## src/rtl/cpu_presence_pkg.sv

```systemverilog
package cpu_presence_pkg;
  // Bit position of the CPU hotplug event inside the status and enable bytes.
  localparam int EVT_BIT      = 2;
  // Offsets inside the event block.
  localparam int EVT_STS_OFS  = 0;
  localparam int EVT_EN_OFS   = 1;
  // Number of leading bitmap bytes that must be written with zero to switch.
  localparam int SWITCH_BYTES = 4;

  // Decoded access for one cycle.
  typedef struct packed {
    logic bmp_wr;
    logic sts_wr;
    logic en_wr;
    logic evt_rd;
  } io_dec_t;
endpackage

```

## src/rtl/presence_bitmap.sv

```systemverilog
module presence_bitmap #(
  parameter int NUM_CPUS = 256,
  localparam int BYTES   = NUM_CPUS / 8,
  localparam int AW      = $clog2(BYTES),
  localparam int ID_W    = $clog2(NUM_CPUS)
) (
  input  logic                clk_i,
  input  logic                rst_i,
  input  logic                set_i,
  input  logic [ID_W-1:0]     set_id_i,
  input  logic [AW-1:0]       rd_idx_i,
  output logic [7:0]          rd_byte_o,
  output logic [NUM_CPUS-1:0] bits_o
);
  logic [NUM_CPUS-1:0] bits_q;
  logic [7:0]          byte_view [BYTES];

  always_ff @(posedge clk_i) begin
    if (rst_i) begin
      bits_q <= '0;
    end else if (set_i && (int'(set_id_i) < NUM_CPUS)) begin
      bits_q[set_id_i] <= 1'b1;
    end
  end

  for (genvar g = 0; g < BYTES; g++) begin : g_byte
    assign byte_view[g] = bits_q[g*8 +: 8];
  end

  assign rd_byte_o = byte_view[rd_idx_i];
  assign bits_o    = bits_q;
endmodule

```

## src/rtl/mode_latch.sv

```systemverilog
module mode_latch #(
  parameter int AW           = 5,
  parameter int SWITCH_BYTES = cpu_presence_pkg::SWITCH_BYTES,
  localparam int SW          = $clog2(SWITCH_BYTES)
) (
  input  logic          clk_i,
  input  logic          rst_i,
  input  logic          wr_i,
  input  logic [AW-1:0] wr_idx_i,
  input  logic [7:0]    wr_data_i,
  output logic          new_mode_o
);
  logic [SWITCH_BYTES-1:0] seen_q, seen_d;
  logic                    mode_q;

  always_comb begin
    seen_d = seen_q;
    if (wr_i && (int'(wr_idx_i) < SWITCH_BYTES) && (wr_data_i == 8'h00)) begin
      seen_d[wr_idx_i[SW-1:0]] = 1'b1;
    end
  end

  always_ff @(posedge clk_i) begin
    if (rst_i) begin
      seen_q <= '0;
      mode_q <= 1'b0;
    end else begin
      seen_q <= seen_d;
      if (&seen_d) mode_q <= 1'b1;
    end
  end

  assign new_mode_o = mode_q;
endmodule

```

## src/rtl/event_block.sv

```systemverilog
module event_block (
  input  logic       clk_i,
  input  logic       rst_i,
  input  logic       raise_i,
  input  logic       sts_wr_i,
  input  logic       en_wr_i,
  input  logic [7:0] wdata_i,
  output logic       sts_o,
  output logic       en_o,
  output logic       irq_o
);
  import cpu_presence_pkg::*;

  logic sts_q, en_q, irq_q;
  logic sts_d, en_d;

  always_comb begin
    sts_d = sts_q;
    if (sts_wr_i && wdata_i[EVT_BIT]) sts_d = 1'b0;
    if (raise_i) sts_d = 1'b1;
    en_d = en_wr_i ? wdata_i[EVT_BIT] : en_q;
  end

  always_ff @(posedge clk_i) begin
    if (rst_i) begin
      sts_q <= 1'b0;
      en_q  <= 1'b0;
      irq_q <= 1'b0;
    end else begin
      sts_q <= sts_d;
      en_q  <= en_d;
      irq_q <= sts_d & en_d;
    end
  end

  assign sts_o = sts_q;
  assign en_o  = en_q;
  assign irq_o = irq_q;
endmodule

```

## src/rtl/cpu_presence_port.sv

```systemverilog
module cpu_presence_port #(
  parameter int NUM_CPUS = 256,
  localparam int BYTES   = NUM_CPUS / 8,
  localparam int AW      = $clog2(BYTES),
  localparam int ID_W    = $clog2(NUM_CPUS)
) (
  input  logic            clk_i,
  input  logic            rst_i,
  input  logic [AW:0]     io_addr_i,
  input  logic            io_wr_i,
  input  logic [7:0]      io_wdata_i,
  input  logic            io_rd_i,
  output logic [7:0]      io_rdata_o,
  input  logic            add_valid_i,
  input  logic [ID_W-1:0] add_id_i,
  output logic            sci_o,
  output logic            new_mode_o
);
  import cpu_presence_pkg::*;

  io_dec_t             dec;
  logic [AW-1:0]       ofs;
  logic [7:0]          bmp_byte;
  logic [7:0]          evt_byte;
  logic [NUM_CPUS-1:0] bits_w;
  logic                evt_sts_w, evt_en_w;
  logic [7:0]          rdata_q;

  assign ofs = io_addr_i[AW-1:0];

  always_comb begin
    dec        = '0;
    dec.bmp_wr = io_wr_i && !io_addr_i[AW];
    dec.sts_wr = io_wr_i && io_addr_i[AW] && (ofs == AW'(EVT_STS_OFS));
    dec.en_wr  = io_wr_i && io_addr_i[AW] && (ofs == AW'(EVT_EN_OFS));
    dec.evt_rd = io_addr_i[AW];
  end

  presence_bitmap #(.NUM_CPUS(NUM_CPUS)) bmp_i (
    .clk_i     (clk_i),
    .rst_i     (rst_i),
    .set_i     (add_valid_i),
    .set_id_i  (add_id_i),
    .rd_idx_i  (ofs),
    .rd_byte_o (bmp_byte),
    .bits_o    (bits_w)
  );

  mode_latch #(.AW(AW)) mode_i (
    .clk_i      (clk_i),
    .rst_i      (rst_i),
    .wr_i       (dec.bmp_wr),
    .wr_idx_i   (ofs),
    .wr_data_i  (io_wdata_i),
    .new_mode_o (new_mode_o)
  );

  event_block evt_i (
    .clk_i    (clk_i),
    .rst_i    (rst_i),
    .raise_i  (add_valid_i && !new_mode_o),
    .sts_wr_i (dec.sts_wr),
    .en_wr_i  (dec.en_wr),
    .wdata_i  (io_wdata_i),
    .sts_o    (evt_sts_w),
    .en_o     (evt_en_w),
    .irq_o    (sci_o)
  );

  always_comb begin
    evt_byte = '0;
    if (ofs == AW'(EVT_STS_OFS)) evt_byte[EVT_BIT] = evt_sts_w;
    if (ofs == AW'(EVT_EN_OFS))  evt_byte[EVT_BIT] = evt_en_w;
  end

  always_ff @(posedge clk_i) begin
    if (rst_i) begin
      rdata_q <= '0;
    end else if (io_rd_i) begin
      rdata_q <= dec.evt_rd ? evt_byte : bmp_byte;
    end
  end

  assign io_rdata_o = rdata_q;
endmodule

```

## config.mk

```make
export PLATFORM = sky130hd
export DESIGN_NAME = cpu_presence_port
export DESIGN_NICKNAME = d
export VERILOG_FILES = /design/src/rtl/cpu_presence_pkg.sv /design/src/rtl/presence_bitmap.sv /design/src/rtl/mode_latch.sv /design/src/rtl/event_block.sv /design/src/rtl/cpu_presence_port.sv
export SDC_FILE = /design/constraint.sdc
export NUM_CORES = 1
export LEC_CHECK = 0
export BUFFER_PORTS_ARGS = -buffer_cell sky130_fd_sc_hd__buf_4
export CAP_MARGIN = 25
export CORE_MARGIN = 2
export CORE_UTILIZATION = 34
export CTS_BUF_LIST = sky130_fd_sc_hd__clkbuf_16
export DETAILED_ROUTE_END_ITERATION = 7
export GPL_TIMING_DRIVEN = 1
export PLACE_DENSITY = 0.53
export SLEW_MARGIN = 20
export SYNTH_ARGS = -nofsm -noshare
export SYNTH_HDL_FRONTEND = slang
export SYNTH_HIERARCHICAL = 1
export SYNTH_SLANG_ARGS = --single-unit
```

## constraint.sdc

```tcl
create_clock -name clk_i -period 2.5 [get_ports clk_i]
set_input_delay 0.125 -clock clk_i [delete_from_list [all_inputs] [get_ports clk_i]]
set_output_delay 0.125 -clock clk_i [all_outputs]
set_load 0.005 [all_outputs]
```

==> results of run 1 <==
## stage by stage
stage          setup WS (ps)  power [W]  std cells    util  area (um^2)
3_3_place_gp           237.6   0.004899       1461  0.3748        11500
5_1_grt                323.0   0.009262       1523  0.4080        12510
2_1_floorplan          351.6   0.004709       1067       -        10610
6_report               412.9   0.008953       1523  0.4080        12510
4_1_cts                13.47   0.009048       1524  0.4083        12520
3_5_place_dp           214.9   0.004902       1461  0.3748        11500
## critical path: cells and delay by family
family / cells / cell delay, ps
buffers and inverters: 3 / 1320
and+or+nand+nor: 2 / 830
AOI/OAI and AO/OA: 2 / 280
## logic make-up after synthesis
group,after synthesis
compound gates,272
buf+inv,88
flops,272
mux,90
simple gates,345
## synth_stat cells, types with 2 or more instances
cell,instances,area [um^2]
a21oi_1,261,1306
nor3_1,10,50.05
a31oi_1,4,25.02
nor2b_1,13,81.33
mux4_2,80,1802
dfxtp_1,272,5445
nor2_1,292,1096
clkbuf_1,64,240.2
nor4_1,5,31.28
buf_2,2,10.01
nand3_1,3,15.01
a41oi_1,4,35.03
mux2_2,9,101.4
nor4_4,3,63.81
buf_1,7,26.28
nand2b_1,7,43.79
buf_4,6,45.04
nand2_1,3,11.26
inv_1,6,22.52
nand3b_1,3,22.52
## registers in the layout, summed over array words and instances (netlist names)
name               flops
evt_i/en_o             1
mode_i/new_mode_o      1
io_rdata_o             8
mode_i/seen_q          4
evt_i/irq_o            1
bmp_i/bits_o         256
evt_i/sts_o            1
## how the worst max path moves through the flow
| stage | slack (ps) | to | depth (start not counted) |
|---|---|---|---|
| 2_1_floorplan | 350 | io_rdata_o[2]$_SDFFE_PP0P_ | 7 |
| 3_3_place_gp | 240 | io_rdata_o[6]$_SDFFE_PP0P_ | 7 |
| 3_5_place_dp | 210 | io_rdata_o[2]$_SDFFE_PP0P_ | 7 |
| 4_1_cts | 10 | io_rdata_o[2]$_SDFFE_PP0P_ | 6 |
| 5_1_grt | 320 | mode_i/new_mode_o$_SDFFE_PP0P_ | 7 |
| 6_report | 410 | mode_i/new_mode_o$_SDFFE_PP0P_ | 7 |
## power groups by stage
stage / clock network (W) / logic [W] / registers (W)
floorplan: 0 / 0.000264 / 0.00445
global placement: 0 / 0.000451 / 0.00445
detailed placement: 0 / 0.000454 / 0.00445
CTS: 0.00423 / 0.000468 / 0.00435
global route: 0.00441 / 0.000497 / 0.00435
finish: 0.00414 / 0.000464 / 0.00435
## layer usage
metal,up-vias,GRT usage,part of all wire
met5,-,0,0
li1,3836,-,-
met2,195,0.2815,0.45
met3,52,0.02102,0.046
met1,3920,0.2493,0.47
met4,0,0.06226,0.035
## final cells by class
| cell class | instances | area, um^2 |
|---|---|---|
| fill | 3009 | 18160 |
| tap | 396 | 495.5 |
| timing repair buffer | 91 | 817.0 |
| clock inverter | 22 | 181.4 |
| sequential | 272 | 5445 |
| inverter | 6 | 22.52 |
| multi-input combinational | 707 | 4826 |
| clock buffer | 29 | 725.7 |
## what timing repair did
action,4_1_cts,5_1_grt
setup endpoints to repair,0,1
hold buffers,12,0
endpoints found under the hold margin,16,0
buffers inserted,0,0
==> summary.txt, run 1 <==
status: completed
nets: 1133
Post-Route WL: 29.07 mm
hold path start: io_wdata_i[3]
Die ar.: 32620 um^2
path depth of the worst reg2reg path: 5
initial antenna violation count: 0
switching share of power: 0.2281
unrepaired setup endpoints after global routing: no
RD Place Congestion: 0.7530
Hold Slack: 21.81 ps
peak supply drop: 464.0 uV
area grow syn2layout: 17.99%
number of synthesized flops with an enable pin: 0
total grt overflow: 0
Final Hold Vio Count: 0
#FFs+latches synth: 272
Leak: 4.595 nW
share of layout cells above drive strength 1: 0.1996
root buffer cell: clkbuf_16
Clock power frac: 0.462
Die Span X: 180.6 um
Syn Inst Count: 1067
antenna-violating nets left: 0
Power per Cell Area: 715.5 nW/um^2
flop2flop setup slack: 560 ps
post-synthesis cell area: 10610 um^2
CP arrival: 2560 ps
n_diodes: 0
xor-xnor portion of the synthesized cell area: 0
fin crit share: 0.8349
drc violations: 0
Slew HR: 0.4392
Max stage delay on crit path: 640 ps
Starting Density: 0.3458
Post-Synth Adder-Cell Area: 0
Cell Chain, Critical Path: dlygate4sd3_1 > buf_4 > nor4_4 > dlygate4sd3_1 > a41oi_1 > or4_1 > a21oi_1
internal power: 0.006910 W
Combinational Power Share: 0.052
final setup violation count: 0
reg2reg end: io_rdata_o[2]$_SDFFE_PP0P_
Worst-Skew Late Latency: 540 ps
Row Count: 64
Compound-Gate Fraction of Synth Area: 0.1318
Top-Level Pins: 37
CTS Buf Count: 28
NetSw: 0.002043 W
TritonRoute pass-1 iters: 4
largest family of logic cells by synthesized area: multiplexers
end of the worst hold path: mode_i/seen_q[1]$_SDFF_PP0_
clk_skew: 15.09 ps
commonest non-fill, non-tap cell in the layout: nor2_1
RR Startpoint: bmp_i/bits_o[226]$_SDFFE_PP0P_
achievable frequency: 479.1 MHz
Post-Syn Nets: 1094
vias in the first global route: 7882
most frequent cells in the layout: 292 x nor2_1, 272 x dfxtp_1, 261 x a21oi_1
syn_area_per_cell: 9.939 um^2
Sequential Power Share: 0.486
GRT Total Usage: 0.1770
Post-DP HPWL: 18.31 mm
DRT iter0 DRCs: 455
Bufs on Longest Clock Path: 3
Die Span Y: 180.6 um
worst hold path depth: 4
library cells used by synthesis: 33
Async SR Flop Fraction: 0
Worst Tran Pin Value: 833.6 ps
vias per inst: 5.255
Worst-path clk slew: 60 ps
CP Launch Type: input pin
Sum Neg Setup Slack: 0 ps
Gates resized, CTS repair: 0
Slew Viols, Final: 0
main flop type after synthesis: dfxtp_1
Worst Hold Class: input pin to flop
post-synthesis mux area share: 0.1804
Max H-tree Level: 1
largest net degree at the start of global routing: 89
Final min period: 2087 ps
Req. time, crit path: 2970 ps
Max stage delay cell, worst path: dlygate4sd3_1
MaxCap Viol Count: 0
Setup CP Type: input pin to flop
Crit Path Max Fanout: 3
most frequent CP cell: dlygate4sd3_1
synth warn: 6
Core Region: 30670 um^2
drt wl/cell: 19.08 um
routed vias: 8003
sequential fraction of the synthesis area: 0.5134
CTS tree: yes
Setup crit end kind: flop
crit path launch: io_wdata_i[0]
global-route wire length before repair: 45.68 mm
clock sink count: 272
simple-gate share of the synthesized area: 0.1395
PortBufs: 36
(Power assumes the default switching activity.)
==> inputs of run 2 (changes only) <==
ABC_AREA = 1   (was not set)
clock period = 2 ns   (was 2.5 ns; I/O delays follow)
==> summary.txt, run 2 <==
Worst-Skew Late Latency: 570 ps (was 540 ps)
Die Span Y: 187.3 um (was 180.6 um)
Worst Tran Pin Value: 1075 ps (was 833.6 ps)
Row Count: 67 (was 64)
number of synthesized flops with an enable pin: 0 (unchanged)
Setup CP Type: input pin to flop (unchanged)
CTS tree: yes (unchanged)
flop2flop setup slack: 290 ps (was 560 ps)
Die Span X: 187.3 um (was 180.6 um)
Crit Path Max Fanout: 4 (was 3)
status: completed (unchanged)
NetSw: 0.002943 W (was 0.002043 W)
area occupied by multi-input gates: 5335 um^2 (was 4826 um^2)
syn_area_per_cell: 7.039 um^2 (was 9.939 um^2)
n_diodes: 0 (unchanged)
#FFs+latches synth: 272 (unchanged)
area leader, netlist: dfxtp_1 (unchanged)
Async SR Flop Fraction: 0 (unchanged)
# Post-CTS Setup Buffers: 0 (unchanged)
commonest non-fill, non-tap cell in the layout: nand2_1 (was nor2_1)
drc violations: 0 (unchanged)
area grow syn2layout: 18.62% (was 17.99%)
clk_skew: 18.25 ps (was 15.09 ps)
Post-Synth Adder-Cell Area: 0 (unchanged)
global-route wire length before repair: 56.99 mm (was 45.68 mm)
drt wl/cell: 16.64 um (was 19.08 um)
Leak: 5.352 nW (was 4.595 nW)
vias in the first global route: 10350 (was 7882)
RD Place Congestion: 0.8152 (was 0.7530)
Cell Chain, Critical Path: dlygate4sd3_1 > buf_4 > nor2_1 > dlygate4sd3_1 > nand2_1 > nor2_4 > nand3_1 > dlygate4sd3_1 > a21oi_1 (was dlygate4sd3_1 > buf_4 > nor4_4 > dlygate4sd3_1 > a41oi_1 > or4_1 > a21oi_1)
most frequent cells in the layout: 411 x nand2_1, 286 x nor2_1, 272 x dfxtp_1 (was 292 x nor2_1, 272 x dfxtp_1, 261 x a21oi_1)
largest net degree at the start of global routing: 69 (was 89)
Final Hold Vio Count: 0 (unchanged)
Power per Cell Area: 891.6 nW/um^2 (was 715.5 nW/um^2)
reg2reg end: io_rdata_o[1]$_SDFFE_PP0P_ (was io_rdata_o[2]$_SDFFE_PP0P_)
switching share of power: 0.2436 (was 0.2281)
DRT iter0 DRCs: 872 (was 455)
Max stage delay cell, worst path: dlygate4sd3_1 (unchanged)
MaxCap Viol Count: 0 (unchanged)
Die ar.: 35090 um^2 (was 32620 um^2)
TritonRoute pass-1 iters: 5 (was 4)
share of layout cells above drive strength 1: 0.1009 (was 0.1996)
Filler cells: 3477 (was 3009)
top cells by area, synth: dfxtp_1 48%, nand2_1 14%, a21oi_1 11% (was dfxtp_1 51%, mux4_2 17%, a21oi_1 12%)
Top-Level Pins: 37 (unchanged)
hold path start: io_wr_i (was io_wdata_i[3])
CP arrival: 2370 ps (was 2560 ps)
RR Startpoint: bmp_i/bits_o[89]$_SDFFE_PP0P_ (was bmp_i/bits_o[226]$_SDFFE_PP0P_)
share of the synthesized area in the top cell type: 0.4766 (was 0.5134)
worst hold path depth: 6 (was 4)
vias per inst: 5.058 (was 5.255)
antenna-violating nets left: 0 (unchanged)
Gates resized, CTS repair: 0 (unchanged)
Combinational Power Share: 0.075 (was 0.052)
Compound-Gate Fraction of Synth Area: 0.1192 (was 0.1318)
Setup crit end kind: flop (unchanged)
synth warn: 6 (unchanged)
sequential fraction of the synthesis area: 0.4766 (was 0.5134)
Post-DP HPWL: 20.88 mm (was 18.31 mm)
Slew Viols, Final: 0 (unchanged)
Post-Syn Nets: 1650 (was 1094)
most frequent CP cell: dlygate4sd3_1 (unchanged)
Worst-path clk slew: 60 ps (about the same)
FF+latch area: 5445 um^2 (unchanged)
nets: 1678 (was 1133)
xor-xnor portion of the synthesized cell area: 0 (unchanged)
initial antenna violation count: 0 (unchanged)
CP Launch Type: input pin (unchanged)
clock sink count: 272 (unchanged)
root buffer cell: clkbuf_16 (unchanged)
simple-gate share of the synthesized area: 0.3478 (was 0.1395)
Sum Neg Setup Slack: 0 ps (unchanged)
largest family of logic cells by synthesized area: simple AND/OR/NAND/NOR gates (was multiplexers)
final setup violation count: 0 (unchanged)
library cells used by synthesis: 23 (was 33)
post-synthesis cell area: 11420 um^2 (was 10610 um^2)
most frequent cells after synthesis: 411 x nand2_1, 286 x nor2_1, 272 x dfxtp_1 (was 292 x nor2_1, 272 x dfxtp_1, 261 x a21oi_1)
achievable frequency: 533.9 MHz
fin crit share: 0.9366
internal power: 0.009140 W (was 0.006910 W)
unrepaired setup endpoints after global routing: no (unchanged)
CTS Buf Count: 31 (was 28)
path depth of the worst reg2reg path: 11 (was 5)
PortBufs: 36 (unchanged)
Max H-tree Level: 1 (unchanged)
Core Region: 33280 um^2 (was 30670 um^2)
end of the worst hold path: evt_i/en_o$_SDFF_PP0_ (was mode_i/seen_q[1]$_SDFF_PP0_)
Slew HR: 0.2779 (was 0.4392)
total grt overflow: 0 (unchanged)
post-synthesis mux area share: 0 (was 0.1804)
Post-Route WL: 35.32 mm (was 29.07 mm)
routed vias: 10740 (was 8003)
Clock power frac: 0.474 (was 0.462)
Hold Slack: 28.07 ps (was 21.81 ps)
peak supply drop: 711.4 uV (was 464.0 uV)
total power: 0.01208 W (was 0.008953 W)
Sequential Power Share: 0.451 (was 0.486)
Syn Inst Count: 1623 (was 1067)
Final min period: 1873 ps
count leader, synth: nand2_1 (was nor2_1)
Starting Density: 0.3433 (was 0.3458)
max reg flops: 256 (unchanged)
Max stage delay on crit path: 570 ps (was 640 ps)
Req. time, crit path: 2500 ps (was 2970 ps)
Bufs on Longest Clock Path: 3 (unchanged)
GRT Total Usage: 0.2000 (was 0.1770)
Worst Hold Class: input pin to flop (unchanged)
main flop type after synthesis: dfxtp_1 (unchanged)
-- run 2: cell count changes in the layout (fill, tap and decap cells not counted), moves of 12 or more --
cell     change
nand2_1    +408
mux4_2      -80
nor2b_1     -13
nand3_1    +195
a31oi_1     +12
inv_1       +28
-- run 2: metal layers --
layer  GRT usage  up-vias  share of wire
met5           0        -              0
met4     0.06227        0          0.028
met3     0.02739       64          0.050
met2      0.3269      258           0.45
met1      0.2736     5072           0.47
li1            -     5345              -
-- run 2: worst max path at each step --
stage | start | to | slack, ps | cells past startpoint
finish | io_wdata_i[3] | mode_i/seen_q[3]$_SDFF_PP0_ | 130 | 9
detailed placement | add_valid_i | bmp_i/bits_o[251]$_SDFFE_PP0P_ | 300 | 5
CTS | io_addr_i[5] | evt_i/sts_o$_SDFF_PP0_ | 90 | 9
global placement | add_valid_i | bmp_i/bits_o[252]$_SDFFE_PP0P_ | 330 | 5
global route | io_wdata_i[3] | mode_i/seen_q[3]$_SDFF_PP0_ | 10 | 9
floorplan | io_addr_i[0] | io_rdata_o[2]$_SDFFE_PP0P_ | 540 | 15
-- run 2: critical path, delay by kind of cell --
| kind | cells | cell delay, ps |
|---|---|---|
| buffers and inverters | 4 | 1770 |
| and+or+nand+nor | 4 | 370 |
| AOI/OAI and AO/OA | 1 | 120 |
-- run 2: cell type report --
type,instances,area share
clock buffers,31,0.05724
clock inverters,26,0.01800
flip-flops and latches,272,0.4018
well taps,448,0.04136
repair buffers,109,0.07663
inverters,40,0.01126
multi-input cells,1197,0.3937
-- run 2: power by group through the flow --
stage | logic, W | clock network (W) | registers [W]
global placement | 0.000881 | 0 | 0.00557
CTS | 0.000903 | 0.00584 | 0.00545
detailed placement | 0.000883 | 0 | 0.00557
global route | 0.000983 | 0.00606 | 0.00545
floorplan | 0.000499 | 0 | 0.00556
finish | 0.000905 | 0.00573 | 0.00545
-- run 2: cell families after synthesis --
family	count (synthesis)
flops	272
buf+inv	154
compound gates	268
simple gates	929
-- run 2: what timing repair did --
| action | CTS | global route |
|---|---|---|
| endpoints found under the hold margin | 21 | 2 |
| hold buffers | 15 | 2 |
| setup endpoints to repair | 0 | 3 |
-- run 2: per-stage QoR --
step                instance area, um^2    util  setup WS [ps]  std cells
finish                            13550  0.4072          126.9       2123
CTS                               13520  0.4062          90.52       2120
global placement                  12340  0.3707          334.0       2047
detailed placement                12350  0.3711          295.4       2048
global route                      13550  0.4072          12.72       2123
floorplan                         11420       -          535.3       1623
